$ cat config.mk
export PLATFORM = sky130hd
export DESIGN_NAME = ref_clk_selector
export DESIGN_NICKNAME = d
export VERILOG_FILES = /design/src/rtl/rcs_pkg.sv /design/src/rtl/rcs_qualify.sv /design/src/rtl/rcs_arbiter.sv /design/src/rtl/ref_clk_selector.sv
export SDC_FILE = /design/constraint.sdc
export NUM_CORES = 1
export LEC_CHECK = 0
export ABC_AREA = 0
export BUFFER_PORTS_ARGS = -buffer_cell sky130_fd_sc_hd__buf_4
export CORE_ASPECT_RATIO = 0.8
export CORE_MARGIN = 3
export CORE_UTILIZATION = 38
export CTS_CLUSTER_SIZE = 25
export DETAILED_ROUTE_END_ITERATION = 8
export SYNTH_ARGS = -nofsm -noshare
export SYNTH_HDL_FRONTEND = slang
export SYNTH_SLANG_ARGS = --single-unit
$ cat constraint.sdc
create_clock -name clk -period 2.89 [get_ports clk]
set_input_delay 0.289 -clock clk [delete_from_list [all_inputs] [get_ports clk]]
set_output_delay 0.289 -clock clk [all_outputs]
set_load 0.02 [all_outputs]
$ cat src/rtl/rcs_pkg.sv
package rcs_pkg;
    typedef enum logic [1:0] {
        ST_AUTO   = 2'd0,
        ST_MANUAL = 2'd1,
        ST_FORCED = 2'd2
    } rcs_state_e;

    localparam logic [3:0] QL_DNU     = 4'hF;
    localparam logic [1:0] MODE_PRIO  = 2'b00;
    localparam logic [1:0] MODE_QUAL  = 2'b01;
endpackage

$ cat src/rtl/rcs_qualify.sv
module rcs_qualify #(
    parameter int N = 7
) (
    input  logic [1:0]     mode,
    input  logic [3:0]     own_id,
    input  logic [63:0]    rank_tbl,
    input  logic [N-1:0]   src_valid,
    input  logic [N*8-1:0] src_stat,
    output logic [N-1:0]   usable,
    output logic [N*4-1:0] rank_flat
);
    import rcs_pkg::*;

    logic qual_on;
    logic ext_on;
    assign qual_on = (mode != MODE_PRIO);
    assign ext_on  = mode[1];

    for (genvar i = 0; i < N; i++) begin : g_src
        logic [3:0] ql;
        logic [3:0] sid;
        assign ql  = src_stat[i*8 +: 4];
        assign sid = src_stat[i*8+4 +: 4];
        assign rank_flat[i*4 +: 4] = rank_tbl[ql*4 +: 4];
        if (i == N-1) begin : g_osc
            assign usable[i] = 1'b1;
        end else begin : g_line
            logic dnu;
            assign dnu = (ql == QL_DNU) || (ext_on && (sid == own_id));
            assign usable[i] = src_valid[i] && !(qual_on && dnu);
        end
    end
endmodule

$ cat src/rtl/rcs_arbiter.sv
module rcs_arbiter #(
    parameter int N      = 7,
    parameter int PRIO_W = 4,
    localparam int IW    = $clog2(N)
) (
    input  logic              qual_on,
    input  logic [N-1:0]      usable,
    input  logic [N*4-1:0]    rank_flat,
    input  logic [N*PRIO_W-1:0] prio_flat,
    output logic [IW-1:0]     best_idx,
    output logic              any_line
);
    localparam int KW = 4 + PRIO_W;

    logic [KW-1:0] best_key;
    logic [KW-1:0] key;

    always_comb begin
        best_idx = IW'(N-1);
        best_key = '1;
        any_line = 1'b0;
        key      = '0;
        for (int i = 0; i < N-1; i++) begin
            key = {(qual_on ? rank_flat[i*4 +: 4] : 4'd0), prio_flat[i*PRIO_W +: PRIO_W]};
            if (usable[i] && (!any_line || key < best_key)) begin
                best_key = key;
                best_idx = IW'(i);
                any_line = 1'b1;
            end
        end
    end
endmodule

$ cat src/rtl/ref_clk_selector.sv
module ref_clk_selector #(
    parameter int NUM_LINE = 4,
    parameter int PRIO_W   = 4,
    localparam int N       = NUM_LINE + 3,
    localparam int IW      = $clog2(N)
) (
    input  logic                clk,
    input  logic                rst_n,
    input  logic [1:0]          mode,
    input  logic [3:0]          own_id,
    input  logic [63:0]         rank_tbl,
    input  logic [N-1:0]        src_valid,
    input  logic [N*PRIO_W-1:0] src_prio,
    input  logic [N*8-1:0]      src_stat,
    input  logic                cmd_manual,
    input  logic                cmd_force,
    input  logic                cmd_clear,
    input  logic [IW-1:0]       cmd_sel,
    output logic [IW-1:0]       sel_idx,
    output logic                sel_change,
    output logic [3:0]          sel_ql
);
    import rcs_pkg::*;

    localparam int NP = 1 << IW;
    localparam logic [IW-1:0] OSC = IW'(N-1);

    logic [N-1:0]   usable;
    logic [N*4-1:0] rank_flat;
    logic [IW-1:0]  auto_idx;
    logic           any_line;
    logic [NP-1:0]  usable_pad;

    rcs_state_e     state, state_nx;
    logic [IW-1:0]  tgt, tgt_nx, sel_nx;
    logic [3:0]     ql_nx;
    logic           in_range, force_ok, manual_ok;

    rcs_qualify #(.N(N)) u_qualify (
        .mode      (mode),
        .own_id    (own_id),
        .rank_tbl  (rank_tbl),
        .src_valid (src_valid),
        .src_stat  (src_stat),
        .usable    (usable),
        .rank_flat (rank_flat)
    );

    rcs_arbiter #(.N(N), .PRIO_W(PRIO_W)) u_arbiter (
        .qual_on   (mode != MODE_PRIO),
        .usable    (usable),
        .rank_flat (rank_flat),
        .prio_flat (src_prio),
        .best_idx  (auto_idx),
        .any_line  (any_line)
    );

    assign usable_pad = NP'(usable);
    assign in_range   = (int'(cmd_sel) < N);
    assign force_ok   = cmd_force && in_range;
    assign manual_ok  = cmd_manual && in_range && usable_pad[cmd_sel];

    // transitions: TAKE_FORCE, TAKE_MANUAL, RELEASE, DROP, HOLD
    always_comb begin
        state_nx = state;
        tgt_nx   = tgt;
        if (force_ok) begin
            state_nx = ST_FORCED;
            tgt_nx   = cmd_sel;
        end else if (manual_ok) begin
            state_nx = ST_MANUAL;
            tgt_nx   = cmd_sel;
        end else begin
            unique case (state)
                ST_AUTO:   state_nx = ST_AUTO;
                ST_MANUAL: if (cmd_clear || !usable_pad[tgt]) state_nx = ST_AUTO;
                ST_FORCED: if (cmd_clear) state_nx = ST_AUTO;
                default:   state_nx = ST_AUTO;
            endcase
        end
    end

    always_comb begin
        sel_nx = (state_nx == ST_AUTO) ? auto_idx : tgt_nx;
        ql_nx  = 4'd0;
        for (int i = 0; i < N; i++) begin
            if (sel_nx == IW'(i)) ql_nx = src_stat[i*8 +: 4];
        end
    end

    always_ff @(posedge clk or negedge rst_n) begin
        if (!rst_n) begin
            state <= ST_AUTO;
            tgt   <= OSC;
        end else begin
            state <= state_nx;
            tgt   <= tgt_nx;
        end
    end

    always_ff @(posedge clk or negedge rst_n) begin
        if (!rst_n) begin
            sel_idx    <= OSC;
            sel_change <= 1'b0;
            sel_ql     <= 4'd0;
        end else begin
            sel_idx    <= sel_nx;
            sel_change <= (sel_nx != sel_idx);
            sel_ql     <= ql_nx;
        end
    end

    assert_chg_marks_move_R12: assert property (@(posedge clk) disable iff (!rst_n)
        sel_change == (sel_idx != $past(sel_idx)));

    assert_force_holds_R10: assert property (@(posedge clk) disable iff (!rst_n)
        (state == ST_FORCED && !cmd_force && !cmd_manual && !cmd_clear)
        |=> (state == ST_FORCED && $stable(sel_idx)));

    assert_manual_reject_R8: assert property (@(posedge clk) disable iff (!rst_n)
        (state == ST_MANUAL && cmd_manual && !cmd_force && !cmd_clear
         && !manual_ok && usable_pad[tgt]) |=> $stable(sel_idx));

    assert_auto_no_dnu_R5: assert property (@(posedge clk) disable iff (!rst_n)
        (state == ST_AUTO && sel_idx != OSC && $past(mode) != MODE_PRIO)
        |-> sel_ql != QL_DNU);

    assert_osc_last_resort_R7: assert property (@(posedge clk) disable iff (!rst_n)
        (state == ST_AUTO && sel_change && sel_idx == OSC) |-> !$past(any_line));
endmodule

=== Word level (Yosys, flattened, before mapping) ===
Index checks and enable logic that the tools add are counted.

* Bits in registers: 13
* Input port bits: 169
* Output and inout bits: 8
* Logic and storage cells: 134

* Magnitude comparators: 8
* Equality and inequality tests: 21
* Shift-type cells: 6
* Multiplexer cells: 41
* Reductions and logical operators: 53

{| class="wikitable"
|+ Operators by type and width
! kind !! number
|-
| $shiftx 64x7->4 || 6
|-
| $mux 4 || 13
|-
| $lt 8x8->1 || 5
|-
| $mux 8 || 5
|-
| $mux 3 || 9
|-
| $logic_and 1x1->1 || 26
|-
| $eq 4x4->1 || 6
|-
| $eq 4x4->1 const B || 6
|-
| $logic_not 1->1 || 12
|-
| $logic_or 1x1->1 || 12
|-
| $eq 3x3->1 const B || 3
|-
| $lt 3x4->1 const B || 2
|-
| $mux 2 || 4
|-
| $mux 1 || 7
|-
| $bmux 1 s3 || 2
|-
| $eq 3x2->1 const B || 2
|-
| $pmux 2 s2 || 1
|-
| $eq 3x1->1 const B || 1
|-
| $logic_not 3->1 || 1
|-
| $lt 3x3->1 const B || 1
|-
| $ne 3x3->1 || 1
|-
| $eq 2x1->1 const B || 1
|-
| $eq 2x2->1 const B || 1
|-
| $logic_not 2->1 || 1
|-
| $reduce_bool 2->1 || 1
|}

=== Longest topological paths before layout ===
* Depth in word-level cells: 36
* Mapped depth: 58
* Depth with buffers taken out: 54

=== By module ===
From an unflattened synthesis, not the netlist that was laid out.

* Cell total of the unflattened synthesis: 641
* Area, all modules: 6944.2 µm²

{| class="wikitable"
|+ Modules (own cells, without submodules)
! module !! instances !! cells each !! area an instance (µm²) !! sequential area each (µm²)
|-
| rcs_qualify || 1 || 310 || 4194.0 || 0.0
|-
| rcs_arbiter || 1 || 234 || 1720.4 || 0.0
|-
| ref_clk_selector || 1 || 97 || 1029.7 || 330.3
|}

=== Worst setup path before layout ===
Ideal clock, no wire load.

* Path type: input to register
* From: in src_stat[8]
* To: reg sel_ql[0]
* Setup time: 0.126 ns
* Arrival: 11.112 ns
* Data required time: 2.764 ns
* Slack: -8.348 ns
* Cell stages on the path: 50
* Path buffers: 4
* Cell sequence: buf_2 -> buf_1 -> mux4_2 -> mux4_2 -> nand2_1 -> inv_1 -> ha_1 -> o21ai_1 -> a21oi_1 -> or3_1 -> o41a_1 -> nand2_1 -> clkbuf_1 -> nor2_1 -> a21oi_1 -> ha_1 -> a21oi_1 -> nor2b_1 -> [... 14 more ...] -> ha_1 -> a2111oi_0 -> a311oi_4 -> nor2_1 -> clkbuf_1 -> a21oi_1 -> ha_1 -> a21o_1 -> a21o_1 -> a21oi_1 -> a21oi_1 -> nor2_1 -> and3_1 -> a311oi_4 -> nor3b_4 -> nor2_2 -> and3_1 -> o311a_1

* Longest elaborated chain between the ends: 32
* Elaborated cells on any way between the ends: 68
* Those cells by class: order compare: 5; eq/ne: 7; shift: 1; mux: 32; reduce/logical: 23

{| class="wikitable"
|+ RTL lines
! element !! RTL line !! source
|-
| start, declared || ref_clk_selector.sv:14 || <nowiki>input logic [N*8-1:0] src_stat,</nowiki>
|-
| branches (longest 23 deep; another with $lt 8x8->1) || n/a ||
|-
| $mux 3 (*) || ref_clk_selector.sv:84 || <nowiki>sel_nx = (state_nx == ST_AUTO) ? auto_idx : tgt_nx;</nowiki>
|-
| via sel_nx[0] || ref_clk_selector.sv:35 || <nowiki>logic [IW-1:0] tgt, tgt_nx, sel_nx;</nowiki>
|-
| $logic_not 3->1 || ref_clk_selector.sv:87 || <nowiki>if (sel_nx == IW'(i)) ql_nx = src_stat[i*8 +: 4];</nowiki>
|-
| $mux 4 (6 in series) || ref_clk_selector.sv:87 ||
|-
| $mux 4 (*) || ref_clk_selector.sv:87 ||
|-
| via ql_nx[0] || ref_clk_selector.sv:36 || <nowiki>logic [3:0] ql_nx;</nowiki>
|-
| end signal, assigned || ref_clk_selector.sv:109 || <nowiki>sel_ql <= ql_nx;</nowiki>
|-
| end, declared || ref_clk_selector.sv:21 || <nowiki>output logic [3:0] sel_ql</nowiki>
|}

Mark *: on every way through the listed nets, which the timed path passes. The select of a mux whose other input is x is not followed.

=== Final worst setup path ===
* From: in src_stat[0]
* To: reg sel_ql[3]

* Longest elaborated chain between the ends: 35
* Elaborated cells on any way between the ends: 72
* Those cells by class: order compare: 5; eq/ne: 7; shift: 1; mux: 35; reduce/logical: 24

{| class="wikitable"
|+ RTL lines
! element !! RTL line
|-
| branches (longest 26 deep; another with $lt 8x8->1) || n/a
|-
| $mux 3 (*) || ref_clk_selector.sv:84
|-
| via sel_nx[0] || ref_clk_selector.sv:35
|-
| $logic_not 3->1 || ref_clk_selector.sv:87
|-
| $mux 4 (6 in series) || ref_clk_selector.sv:87
|-
| $mux 4 (*) || ref_clk_selector.sv:87
|-
| via ql_nx[3] || ref_clk_selector.sv:36
|}

Marked as above.

==> out/metrics.cfg <==
[timing]
rsz0062_at_grt = yes
period_needed_ps = 9850
hold_viol = 0
min_period_over_period_pct = 341
max-slew-margin-rel_pct = 49.6
fmax_mhz = 101
setup_viol = 8
finalMaxSlewViolations = 0
skew_ps = 4.35
worst_pin_slew_ps = 749
setup_ws_ps = -6960

[cts]
clk_path_buf_depth = 2
clk_latency_ps = 240
cts_tree = yes
htree_levels = 1
cts-root-buf = clkbuf_16
path_clk_slew_ps = 50
cts_buffers = 3
cts.sinks = 13

[hold_path]
hold_path_class = in2reg

[placed_design]
postPlaceCellArea_um2 = 9150
io_buffers = 167
post-place-ws_ps = -7700
dpl.hpwl_mm = 19.8
gp_congestion = 1.01

[synthesis]
synth-edff-count = 0
synth_cell_types = 85
ys_seq_area_share_pct = 5.41
syn_area_per_cell_um2 = 10.6
yosys.area.top_type = mux4_2
synth_area_leaders = mux4_2 45%, ha_1 6.4%, a21oi_1 3.8%, dfrtp_1 3.7%, o21ai_0 3.2%
ys_async_sr_fraction_pct = 100
synthFlopType = dfrtp_1
syn-cell-area_um2 = 6100
synth_cells = 576
synth_top_area_share_pct = 44.6
ys_warn_count = 0
ys_ff_latch = 13
synth.net_count = 776

[critical_path]
cp-end-kind = flop
required_ps = 3010
critical_path.startpoint_type = input port
arrival_ps = 9980
crit_path_frequent_cell = a21oi_2
crit_type = in2reg
crit_path_max_fanout = 8
worst_path_max_delay_cell = mux4_2
cpPeakStageDelay_ps = 530

[finish]
finish.instance_area_um2 = 10200
final_common_cell = buf_4
syn_to_final_growth_pct = 67.7
diodes = 0
num-nets-final = 1160
fillers = 1181
layout-drive-gt1-share_pct = 69.6
mostFrequentLayoutCells = 389 x buf_4, 121 x mux4_2, 28 x o21ai_0, 25 x inv_1, 24 x a21oi_1

[global_routing]
grt_pass1_vias = 7316
grt_first_pass_wirelength_mm = 38.4
antenna_found_initial = 0
grt_max_degree = 19
grt_remaining_overflow = 0
track_usage_pct = 27.3

[power_and_ir_drop]
vdd_drop_max_mv = 0.238
total_leakage_power_nw = 4.33
powerDensity_nw_per_um2 = 387
seqPwrFrac_pct = 6.9
pwr-share-comb_pct = 86.5
switching_share_pct = 42.4
p_int_mw = 2.28
p_switching_mw = 1.68
power_mw = 3.96
clkPwrFrac_pct = 6.6

[routing]
drt_iter0_markers = 641
wl_per_cell_um = 21.9
drc = 0
antenna_left = 0
via_count = 7238
firstDrtPassIters = 5
wirelength_mm = 25.6
vias_per_cell = 6.19

[floorplan]
initial_core_util_pct = 39.7
coreArea_um2 = 15400
io_pins = 177
die_y_um = 119
floorplan.die_area_um2 = 17600
die_w_um = 148
rows = 40

[flow_run]
drv_cap = 0

[outcome]
violations = setup timing
status = finished with violations

==> layout make-up <==
cell class	count	area [um2]	share of cell area, %
sequential	13	330	3.23
tap	210	263	2.57
timing repair buffer	420	3460	33.8
clock buffer	4	78.8	0.770
inverter	31	116	1.14
multi-input combinational	491	5990	58.5
==> path summary, 6_finish.rpt <==
kind | from | end | slack (ps) | cells past startpoint
setup / recovery | src_stat[0] | sel_ql[3] | -6960 | 49
hold / removal | cmd_sel[2] | tgt[2] | 340 | 3
setup reg to reg | tgt[2] | sel_ql[3] | -160 | 13
hold reg to reg | sel_idx[0] | sel_change | 540 | 2
max in group asynchronous | rst_n | sel_idx[1] | 2230 | 2
min in group asynchronous | rst_n | sel_ql[1] | 430 | 2
==> state kept, by name, indices dropped and copies added (netlist names) <==
name        count
sel_ql          4
state           2
tgt             3
sel_idx         3
sel_change      1
==> power by group through the flow <==
stage,registers (mW),logic [mW],clock network [mW]
global route,0.279,3.66,0.280
CTS,0.272,3.04,0.266
global placement,0.273,2.58,0
finish,0.274,3.43,0.260
floorplan,0.331,1.50,0
detailed placement,0.275,2.66,0
==> kinds of logic after synthesis <==
family                   count (synthesis)  synth area share [%]
buffers and inverters                   73                  5.10
AO/OA/AOI/OAI                          156                  18.6
AND/OR/NAND/NOR                        139                  12.8
multiplexers                           136                  47.2
flip-flops                              13                  5.41
XOR/XNOR                                27                  4.43
adder cells (fa/ha/maj)                 32                  6.52
==> metal layers <==
layer / GRT usage (%) / vias up / routed length, um
met1: 34.8 / 3475 / 9690
met2: 46.5 / 507 / 12300
met5: 0 / - / 0
li1: - / 3160 / -
met3: 5.40 / 96 / 2600
met4: 9.02 / 0 / 1070
==> stage by stage <==
step	cells	setup TNS (ps)	utilization (%)	hold slack (ps)
3_3_place_gp	1111	-58870	59.6	138
4_1_cts	1157	-52450	64.3	331
5_1_grt	1169	-57320	66.6	350
2_1_floorplan	576	-53740	-	-6.59
6_report	1169	-54420	66.6	336
3_5_place_dp	1111	-60470	59.6	143
==> timing repair <==
action	in CTS	in global routing
endpoints found under the setup margin	8	8
setup buffers	38	15
resized for setup	64	61
gates cloned	3	0
pin swaps	52	51
hold buffers	1	0
endpoints found under the hold margin	9	0
==> synthesized netlist by cell type, drive strengths merged (6+ instances only) <==
cell type / n
nand2b: 9
nand2: 29
o21ai: 45
ha: 31
a21oi: 48
clkbuf: 25
dfrtp: 9
mux2i: 12
a21o: 6
xnor2: 24
nand3: 17
nor2: 32
buf: 17
and4: 6
inv: 31
nand4: 8
and2: 19
mux4: 121
==> worst max-delay path: cells and delay by family <==
family / cells / cell delay, ps
mux: 4 / 1600
simple gates: 13 / 2290
fa+ha+maj: 5 / 1300
compound gates: 20 / 3530
buf+inv: 7 / 930
Power figures use the tool's default switching activity.
